**config.mk**
```make
export PLATFORM = sky130hd
export DESIGN_NAME = lcd_window_cmd_gen
export DESIGN_NICKNAME = d
export VERILOG_FILES = /design/src/rtl/lcd_window_cmd_pkg.sv /design/src/rtl/lcd_window_coord_map.sv /design/src/rtl/lcd_window_byte_enc.sv /design/src/rtl/lcd_window_seq.sv /design/src/rtl/lcd_window_cmd_gen.sv
export SDC_FILE = /design/constraint.sdc
export NUM_CORES = 1
export LEC_CHECK = 0
export BUFFER_PORTS_ARGS = -buffer_cell sky130_fd_sc_hd__buf_4
export CAP_MARGIN = 0
export CORE_MARGIN = 1
export CORE_UTILIZATION = 51
export CTS_CLUSTER_SIZE = 25
export DETAILED_ROUTE_END_ITERATION = 8
export HOLD_SLACK_MARGIN = 0.12
export PLACE_DENSITY = 0.77
export SYNTH_ARGS = -nofsm -noshare
export SYNTH_HDL_FRONTEND = slang
export SYNTH_SLANG_ARGS = --single-unit
```
**constraint.sdc**
```tcl
create_clock -name clk -period 1.4 [get_ports clk]
set_input_delay 0.07 -clock clk [delete_from_list [all_inputs] [get_ports clk]]
set_output_delay 0.07 -clock clk [all_outputs]
set_load 0.005 [all_outputs]
```
**src/rtl/lcd_window_cmd_pkg.sv**
```systemverilog
// Shared types and helpers for the LCD address window command generator.
// Assumes an 8-bit command byte and a 2-bit rotation code.
package lcd_window_cmd_pkg;

    // Position inside the six-byte command sequence
    typedef enum logic [2:0] {
        STEP_SCAN   = 3'd0,
        STEP_MAP    = 3'd1,
        STEP_COL_LO = 3'd2,
        STEP_COL_HI = 3'd3,
        STEP_PG_LO  = 3'd4,
        STEP_PG_HI  = 3'd5
    } step_t;

    // Rotation codes
    typedef enum logic [1:0] {
        ROT_0   = 2'd0,
        ROT_90  = 2'd1,
        ROT_180 = 2'd2,
        ROT_270 = 2'd3
    } rot_t;

    localparam logic [7:0] OP_SCAN   = 8'h88;
    localparam logic [7:0] OP_MAP    = 8'hC0;
    localparam logic [7:0] OP_COL_LO = 8'h00;
    localparam logic [7:0] OP_COL_HI = 8'h10;
    localparam logic [7:0] OP_PG_LO  = 8'h60;
    localparam logic [7:0] OP_PG_HI  = 8'h70;

    // Mirror bits {vertical, horizontal} for a rotation
    function automatic logic [1:0] mirror_bits(input rot_t r);
        case (r)
            ROT_0:   return 2'b01;
            ROT_90:  return 2'b00;
            ROT_180: return 2'b10;
            default: return 2'b11;
        endcase
    endfunction

endpackage

```
**src/rtl/lcd_window_coord_map.sv**
```systemverilog
// Coordinate mapper: limits x and y to the panel, then selects which one
// is the column and which the row for the requested rotation.
// Assumes PANEL_W and PANEL_H both fit in COORD_W bits.
module lcd_window_coord_map
    import lcd_window_cmd_pkg::*;
#(
    parameter int COORD_W = 8,
    parameter int PANEL_W = 240,
    parameter int PANEL_H = 160
) (
    input  logic [COORD_W-1:0] in_x,
    input  logic [COORD_W-1:0] in_y,
    input  rot_t               in_rot,
    output logic [COORD_W-1:0] out_col,
    output logic [COORD_W-1:0] out_row
);
    localparam logic [COORD_W-1:0] X_MAX = COORD_W'(PANEL_W - 1);
    localparam logic [COORD_W-1:0] Y_MAX = COORD_W'(PANEL_H - 1);

    logic [COORD_W-1:0] lim_x;
    logic [COORD_W-1:0] lim_y;
    logic               swap;

    // Limit each coordinate to the last pixel of the panel
    always_comb begin
        lim_x = (in_x > X_MAX) ? X_MAX : in_x;
        lim_y = (in_y > Y_MAX) ? Y_MAX : in_y;
    end

    // Quarter-turn rotations exchange the roles of x and y
    always_comb begin
        swap    = (in_rot == ROT_90) || (in_rot == ROT_270);
        out_col = swap ? lim_y : lim_x;
        out_row = swap ? lim_x : lim_y;
    end
endmodule

```
**src/rtl/lcd_window_byte_enc.sv**
```systemverilog
// Byte encoder: produces the command byte for one step of the sequence
// from the captured column, row and rotation. Pure combinational.
// Assumes col>>4 and row>>5 fit in four bits at COORD_W = 8.
module lcd_window_byte_enc
    import lcd_window_cmd_pkg::*;
#(
    parameter int COORD_W = 8
) (
    input  logic [COORD_W-1:0] col,
    input  logic [COORD_W-1:0] row,
    input  rot_t               rot,
    input  step_t              step,
    output logic [7:0]         data
);
    logic [COORD_W-1:0] col_hi;
    logic [COORD_W-1:0] pg_lo;
    logic [COORD_W-1:0] pg_hi;
    logic               page_first;
    logic [1:0]         mir;

    // Derive the address fields and the rotation-dependent control bits
    always_comb begin
        col_hi     = col >> 4;
        pg_lo      = row >> 1;
        pg_hi      = row >> 5;
        page_first = rot[0];
        mir        = mirror_bits(rot);
    end

    // Select the opcode and field for the current step
    always_comb begin
        case (step)
            STEP_SCAN:   data = OP_SCAN | {5'b0, 1'b0, page_first, 1'b1};
            STEP_MAP:    data = OP_MAP | {5'b0, mir, 1'b0};
            STEP_COL_LO: data = OP_COL_LO | {4'h0, col[3:0]};
            STEP_COL_HI: data = OP_COL_HI | {4'h0, col_hi[3:0]};
            STEP_PG_LO:  data = OP_PG_LO | {4'h0, pg_lo[3:0]};
            default:     data = OP_PG_HI | {4'h0, pg_hi[3:0]};
        endcase
    end
endmodule

```
**src/rtl/lcd_window_seq.sv**
```systemverilog
// Sequencer: walks the six command steps, advancing one step per output
// handshake, and reports busy while a sequence is in progress.
// Assumes start is only honoured while idle.
module lcd_window_seq
    import lcd_window_cmd_pkg::*;
#(
    parameter int NUM_STEPS = 6
) (
    input  logic  clk,
    input  logic  rst_n,
    input  logic  start,
    input  logic  out_ready,
    output logic  busy,
    output step_t step,
    output logic  last
);
    localparam step_t FINAL_STEP = step_t'(NUM_STEPS - 1);

    logic fire;

    // An output handshake happens whenever busy meets ready
    always_comb begin
        fire = busy && out_ready;
        last = busy && (step == FINAL_STEP);
    end

    // Step counter and busy flag
    always_ff @(posedge clk) begin
        if (!rst_n) begin
            busy <= 1'b0;
            step <= STEP_SCAN;
        end else if (!busy) begin
            if (start) begin
                busy <= 1'b1;
                step <= STEP_SCAN;
            end
        end else if (fire) begin
            if (step == FINAL_STEP) begin
                busy <= 1'b0;
                step <= STEP_SCAN;
            end else begin
                step <= step_t'(step + 3'd1);
            end
        end
    end
endmodule

```
**src/rtl/lcd_window_cmd_gen.sv**
```systemverilog
// Top: accepts a window start and rotation, captures the mapped column and
// row, and streams six command bytes with a valid/ready handshake.
// Assumes the receiver obeys the valid/ready rules.
module lcd_window_cmd_gen
    import lcd_window_cmd_pkg::*;
#(
    parameter int COORD_W = 8,
    parameter int PANEL_W = 240,
    parameter int PANEL_H = 160
) (
    input  logic               clk,
    input  logic               rst_n,
    input  logic               req_valid,
    output logic               req_ready,
    input  logic [COORD_W-1:0] req_x,
    input  logic [COORD_W-1:0] req_y,
    input  logic [1:0]         req_rot,
    output logic               cmd_valid,
    input  logic               cmd_ready,
    output logic [7:0]         cmd_data,
    output logic               cmd_last
);
    logic [COORD_W-1:0] map_col;
    logic [COORD_W-1:0] map_row;
    logic [COORD_W-1:0] cap_col;
    logic [COORD_W-1:0] cap_row;
    rot_t               cap_rot;
    logic               busy;
    logic               accept;
    step_t              step;

    lcd_window_coord_map #(
        .COORD_W(COORD_W),
        .PANEL_W(PANEL_W),
        .PANEL_H(PANEL_H)
    ) u_map (
        .in_x   (req_x),
        .in_y   (req_y),
        .in_rot (rot_t'(req_rot)),
        .out_col(map_col),
        .out_row(map_row)
    );

    lcd_window_seq #(
        .NUM_STEPS(6)
    ) u_seq (
        .clk      (clk),
        .rst_n    (rst_n),
        .start    (req_valid),
        .out_ready(cmd_ready),
        .busy     (busy),
        .step     (step),
        .last     (cmd_last)
    );

    lcd_window_byte_enc #(
        .COORD_W(COORD_W)
    ) u_enc (
        .col (cap_col),
        .row (cap_row),
        .rot (cap_rot),
        .step(step),
        .data(cmd_data)
    );

    // Request side is open only while idle
    always_comb begin
        req_ready = !busy;
        accept    = req_valid && req_ready;
        cmd_valid = busy;
    end

    // Capture the mapped coordinates and rotation on acceptance
    always_ff @(posedge clk) begin
        if (!rst_n) begin
            cap_col <= '0;
            cap_row <= '0;
            cap_rot <= ROT_0;
        end else if (accept) begin
            cap_col <= map_col;
            cap_row <= map_row;
            cap_rot <= rot_t'(req_rot);
        end
    end
endmodule

```
# Yosys cells after proc, flatten, opt, wreduce, memory -nomap -nowiden
# Cells that the tools add are included.
[totals] out_inout_bits=11 regBits=22 latchBits=0 input_bits=22 elab_cells=41 mem_bits_rw=0 mem_bits_ro=0 memories=0
[op_classes] n_div=0 n_mul=0 bitwise=0 mux=14 n_reduce_logical=9 n_eq_ne=10 shifts=0 n_addsub=1 n_lt_le_gt_ge=2
[ops] op="8-bit case mux with 5 select lines" n=1
[ops] op="8-bit 2-to-1 mux" n=4
[ops] op="8-bit > comparator (second input constant)" n=2
[ops] op="3-bit 2-to-1 mux" n=4
[ops] op="3-bit by 2-bit equality test with 1-bit output (second input constant)" n=2
[ops] op="3-bit equality test (second input constant)" n=2
[ops] op="2-bit case mux with 3 select lines" n=1
[ops] op="2-bit by 1-bit equality test with 1-bit output (second input constant)" n=2
[ops] op="2-bit equality test (second input constant)" n=2
[ops] op="1-bit 2-to-1 mux" n=4
[ops] op="3-bit by 1-bit adder with 3-bit output (second input constant)" n=1
[ops] op="3-bit by 1-bit equality test with 1-bit output (second input constant)" n=1
[ops] op="1-bit logical AND" n=3
[ops] op="3-bit logical NOT" n=1
[ops] op="2-bit logical NOT" n=1
[ops] op="2-bit inequality test (second input constant)" n=1
[ops] op="2-bit AND reduction" n=1
[ops] op="2-bit nonzero test" n=1
[ops] op="1-bit logical NOT" n=1
[ops] op="1-bit logical OR" n=1

# Depth between registers and ports, before layout
[depth] depth_word=4 mapped_depth=6 depth_no_buf=5

# Modules after synthesis
# From an unflattened synthesis, not the netlist that was laid out.
[unflattened] hier_cells=166 area_unflattened_um2=1433.9
[modules_own_cells] module="lcd_window_cmd_gen" n_inst=1 seq_area_each_um2=360.3 area_each_um2=753.2 cells_each=80
[modules_own_cells] module="lcd_window_byte_enc" n_inst=1 seq_area_each_um2=0.0 area_each_um2=264.0 cells_each=37
[modules_own_cells] module="lcd_window_coord_map" n_inst=1 seq_area_each_um2=0.0 area_each_um2=237.7 cells_each=31
[modules_own_cells] module="lcd_window_seq" n_inst=1 seq_area_each_um2=80.1 area_each_um2=178.9 cells_each=18

# Least setup slack after synthesis
# OpenSTA, ideal clock, no wires.
[synth_path] kind="register to output" from="reg u_seq.step[0]" to="out cmd_data[3]" path_slack_ps=136 required_time_ps=1330 path_buffers=1 arrival_time_ps=1194 path_stages_with_launch=7 path_cell_list="dfxtp_1 buf_2 and2_1 ha_1 nand2_1 o21ai_0 and3_1"
[synth_between] elab_chain_cells=2 elab_cells_between_ends=6 classes_between="4 x eq/ne; 1 x mux; 1 x reduce/logical"
[synth_rtl] element="start: declaration" line="lcd_window_seq.sv:14" source="output step_t step,"
[synth_rtl] element="start signal: assignment" line="lcd_window_seq.sv:42" source="step <= step_t'(step + 3'd1);"
[synth_rtl] element="3-bit equality test, or another cell as far along" line="lcd_window_byte_enc.sv:32" source="case (step)"
[synth_rtl] element="8-bit case mux with 5 select lines *" line="lcd_window_byte_enc.sv:32"
[synth_rtl] element="end: declaration" line="lcd_window_cmd_gen.sv:20" source="output logic [7:0] cmd_data,"
# Mark *: on every way between the ends. The rest lies on a longest branch, timed or not.

# Worst setup path after layout
[layout_path] from="reg u_seq.step[0]" to="out cmd_data[2]"
# The elaborated chain is that of the path after synthesis.

==> metrics <==
status finished with violations; failing checks setup timing; total gr overflow 0; clk_lat worst skew around 0.31 ns; r2r worst-path depth 5; top-count cell post-synth dfxtp_1; die height approximately 50 µm; number of global-route vias before repair 1377; Hold WC Path Type input port to flop; Max clock buf depth 2; worst reg2reg path endpoint cap_col[4]; worst endpoint required time 1.33 ns; Synth top cells by count dfxtp_1 (21), nor2_1 (16), nand2_1 (15), o21ai_0 (15), nand3_1 (12); setup ws final -0.177 ns; FF/Latch Area 428 µm²; top_reg_cell synth dfxtp_1; synthesis-to-layout area growth 49.2%; CP Capture Type primary output; Setup TNS -0.594 ns; M1 GR Usage roughly 33%; grt peak-use layer met2; core area around 2200 µm²; H-tree levels 1; worst vdd ir 0.712 mV; CTS Root Buffer Type clkbuf_4; grt met2 use between 50 and 60%; IO Port Bufs 32; drt drc 0; Worst-path clk slew about 0.13 ns; largest net degree at the start of global routing 23; gpl congestion 0.934; synthesized flop and latch total 21; initial antenna violation count 0; Distinct cells, synth 38; final setup vio count 5; final wirelength 3.64 mm; fin area between 1500 and 2000 µm²; final period utilization 113%; Ys Warns 0; Max Freq 0.634 GHz; hpwl dp 2.36 mm; Synth top area share 34.5%; Startpoint Class flop; R2R Setup Slk 0.17 ns; Area contributors post-synth dfxtp_1 (34%), o21ai_0 (6.2%), nand3_1 (4.9%); FF-to-FF Start u_seq.busy; TritonRoute pass-1 iters 5; first-pass GRT wire length about 6 mm; Top Ports 33; CTS buffer count 3; Starting Density 54.6%; CP Class flop to primary output; max_slew headroom 71.6%; Max FO, Critical Path 7; Max-Cap Viols 0; Mean Syn Cell Area approximately 7.7 µm²; CTS Sinks 21; PD cells approximately 710 nW/µm²; min Tclk post-route between 1.5 and 2 ns; final worst clock skew ~0.014 ns; GRT Util Overall between 30% and 40%; ANT cells 0; Mapped Nets 184; total die area 2590 µm²; number of fill cells in the layout approximately 150; Iter 0 DRT Violations between 40 and 50; global-route track usage on met3 6.55%; Post-synth EDFFs 0; leakage power 0.811 nW; placed standard-cell area 1510 µm²; WP data arrival 1.51 ns; layout cells sized above 1 a little under a third; fin. max-slew vios 0; total number of vias 1427; CTS tree done; final net count around 240; ANT nets after route 0; vias per cell 5.87; Cell Area, Synth roughly 1200 µm²; RSZ-0062 raised after global routing yes; per-cell routed wire length about 15 µm; slew at the pin closest to its max-slew limit 0.420 ns; placement row count 17; Worst setup endpoint cmd_data[2]; area taken by multi-input logic gates ~760 µm²; count of final hold-check violations 0; Final Util 81.5%; Synth area leader dfxtp_1; synthesized instance count around 160; Die Wd approximately 50 µm; sequential area share after synthesis between 30% and 40%; crit path from u_seq.step[0]; Post-synth ARST share 0%
[where the power goes]
part           total [mW]  leakage, nW  switching (mW)  internal, mW
clock               0.303       0.0150           0.191         0.111
combinational       0.323        0.620           0.149         0.174
sequential          0.673        0.175          0.0338         0.639
[worst max-delay path: stages, from the launching register on]
cell and delay, ns:
dfxtp_4 0.38, buf_6 0.13, buf_4 0.13, o31ai_1 0.27, a31oi_1 0.14, buf_4 0.15
[area by class of cell]
cell class	instances	share of cell area (%)
repair buffers	62	29.6
inverters	8	1.65
well taps	28	1.92
clock buffers	4	1.44
flip-flops and latches	21	23.5
multi-input cells	120	41.9
[layout by cell type (no fill, tap or decap), types with 2 or more instances in the layout]
cell / synthesis / layout
buf_4: 1 / 39
dfxtp_1: 21 / 17
dlygate4sd3_1: 0 / 17
nor2_1: 16 / 15
nand2_1: 15 / 14
nand3_1: 12 / 12
o21ai_0: 15 / 10
inv_1: 8 / 8
a21oi_1: 10 / 8
o31ai_1: 5 / 5
o21ai_1: 0 / 5
buf_6: 1 / 5
o22ai_1: 4 / 4
o211a_1: 4 / 4
nand2b_1: 3 / 3
or3_1: 3 / 3
a21boi_1: 3 / 3
dfxtp_2: 0 / 3
clkbuf_4: 0 / 3
nor2b_2: 1 / 2
and2_1: 3 / 2
a21oi_2: 0 / 2
nand3b_1: 2 / 2
o311ai_0: 2 / 2
mux2i_1: 2 / 2
nor2b_1: 3 / 2
ha_4: 0 / 2
[stage by stage]
stage | worst slack, ns | cells | hold WS [ns] | power, mW
after global routing | -0.214 | 243 | 0.163 | 1.35
final | -0.177 | 243 | 0.129 | 1.30
after floorplan | 0.136 | 159 | 0.205 | 0.818
after CTS | -0.180 | 243 | 0.130 | 1.28
after global placement | 0.0864 | 217 | 0.309 | 0.934
after detailed placement | 0.0236 | 217 | 0.316 | 0.942
[worst min-delay path by stage]
stage | startpoint | to | slack [ns] | depth (start not counted)
3_3_place_gp | req_x[0] | cap_col[0] | 0.31 | 3
4_1_cts | req_x[7] | cap_col[7] | 0.13 | 4
5_1_grt | req_x[7] | cap_col[7] | 0.16 | 4
2_1_floorplan | req_rot[1] | cap_rot[1] | 0.20 | 2
6_report | req_x[7] | cap_col[7] | 0.13 | 4
3_5_place_dp | req_x[0] | cap_col[0] | 0.32 | 3
[state kept, by name (all words and copies together), names as in the netlist]
register / count
cap_col: 8
cap_rot: 2
cap_row: 7
u_seq.busy: 1
u_seq.step: 3
[routing by layer]
layer,part of all wire [%],vias to the layer above
met3,8.0,12
met5,0,-
met2,49,70
met1,41,665
li1,-,680
met4,1.9,0
[kinds of logic after synthesis]
| family | after synthesis | share of synthesized area, % |
|---|---|---|
| adder cells (fa/ha/maj) | 3 | 3.08 |
| AND/OR/NAND/NOR | 64 | 26.3 |
| multiplexers | 2 | 1.64 |
| AO/OA/AOI/OAI | 51 | 27.5 |
| flip-flops | 21 | 34.5 |
| buffers and inverters | 18 | 7.08 |
[repair_timing]
| item | in CTS | in global routing |
|---|---|---|
| gates cloned | 1 | 0 |
| gates resized for setup | 17 | 9 |
| setup endpoints to repair | 5 | 11 |
| hold endpoints to repair | 16 | 0 |
| pin swaps | 9 | 10 |
| hold buffers | 17 | 0 |
| setup buffers | 4 | 0 |
Note: power is estimated with default switching activity, not from simulation.
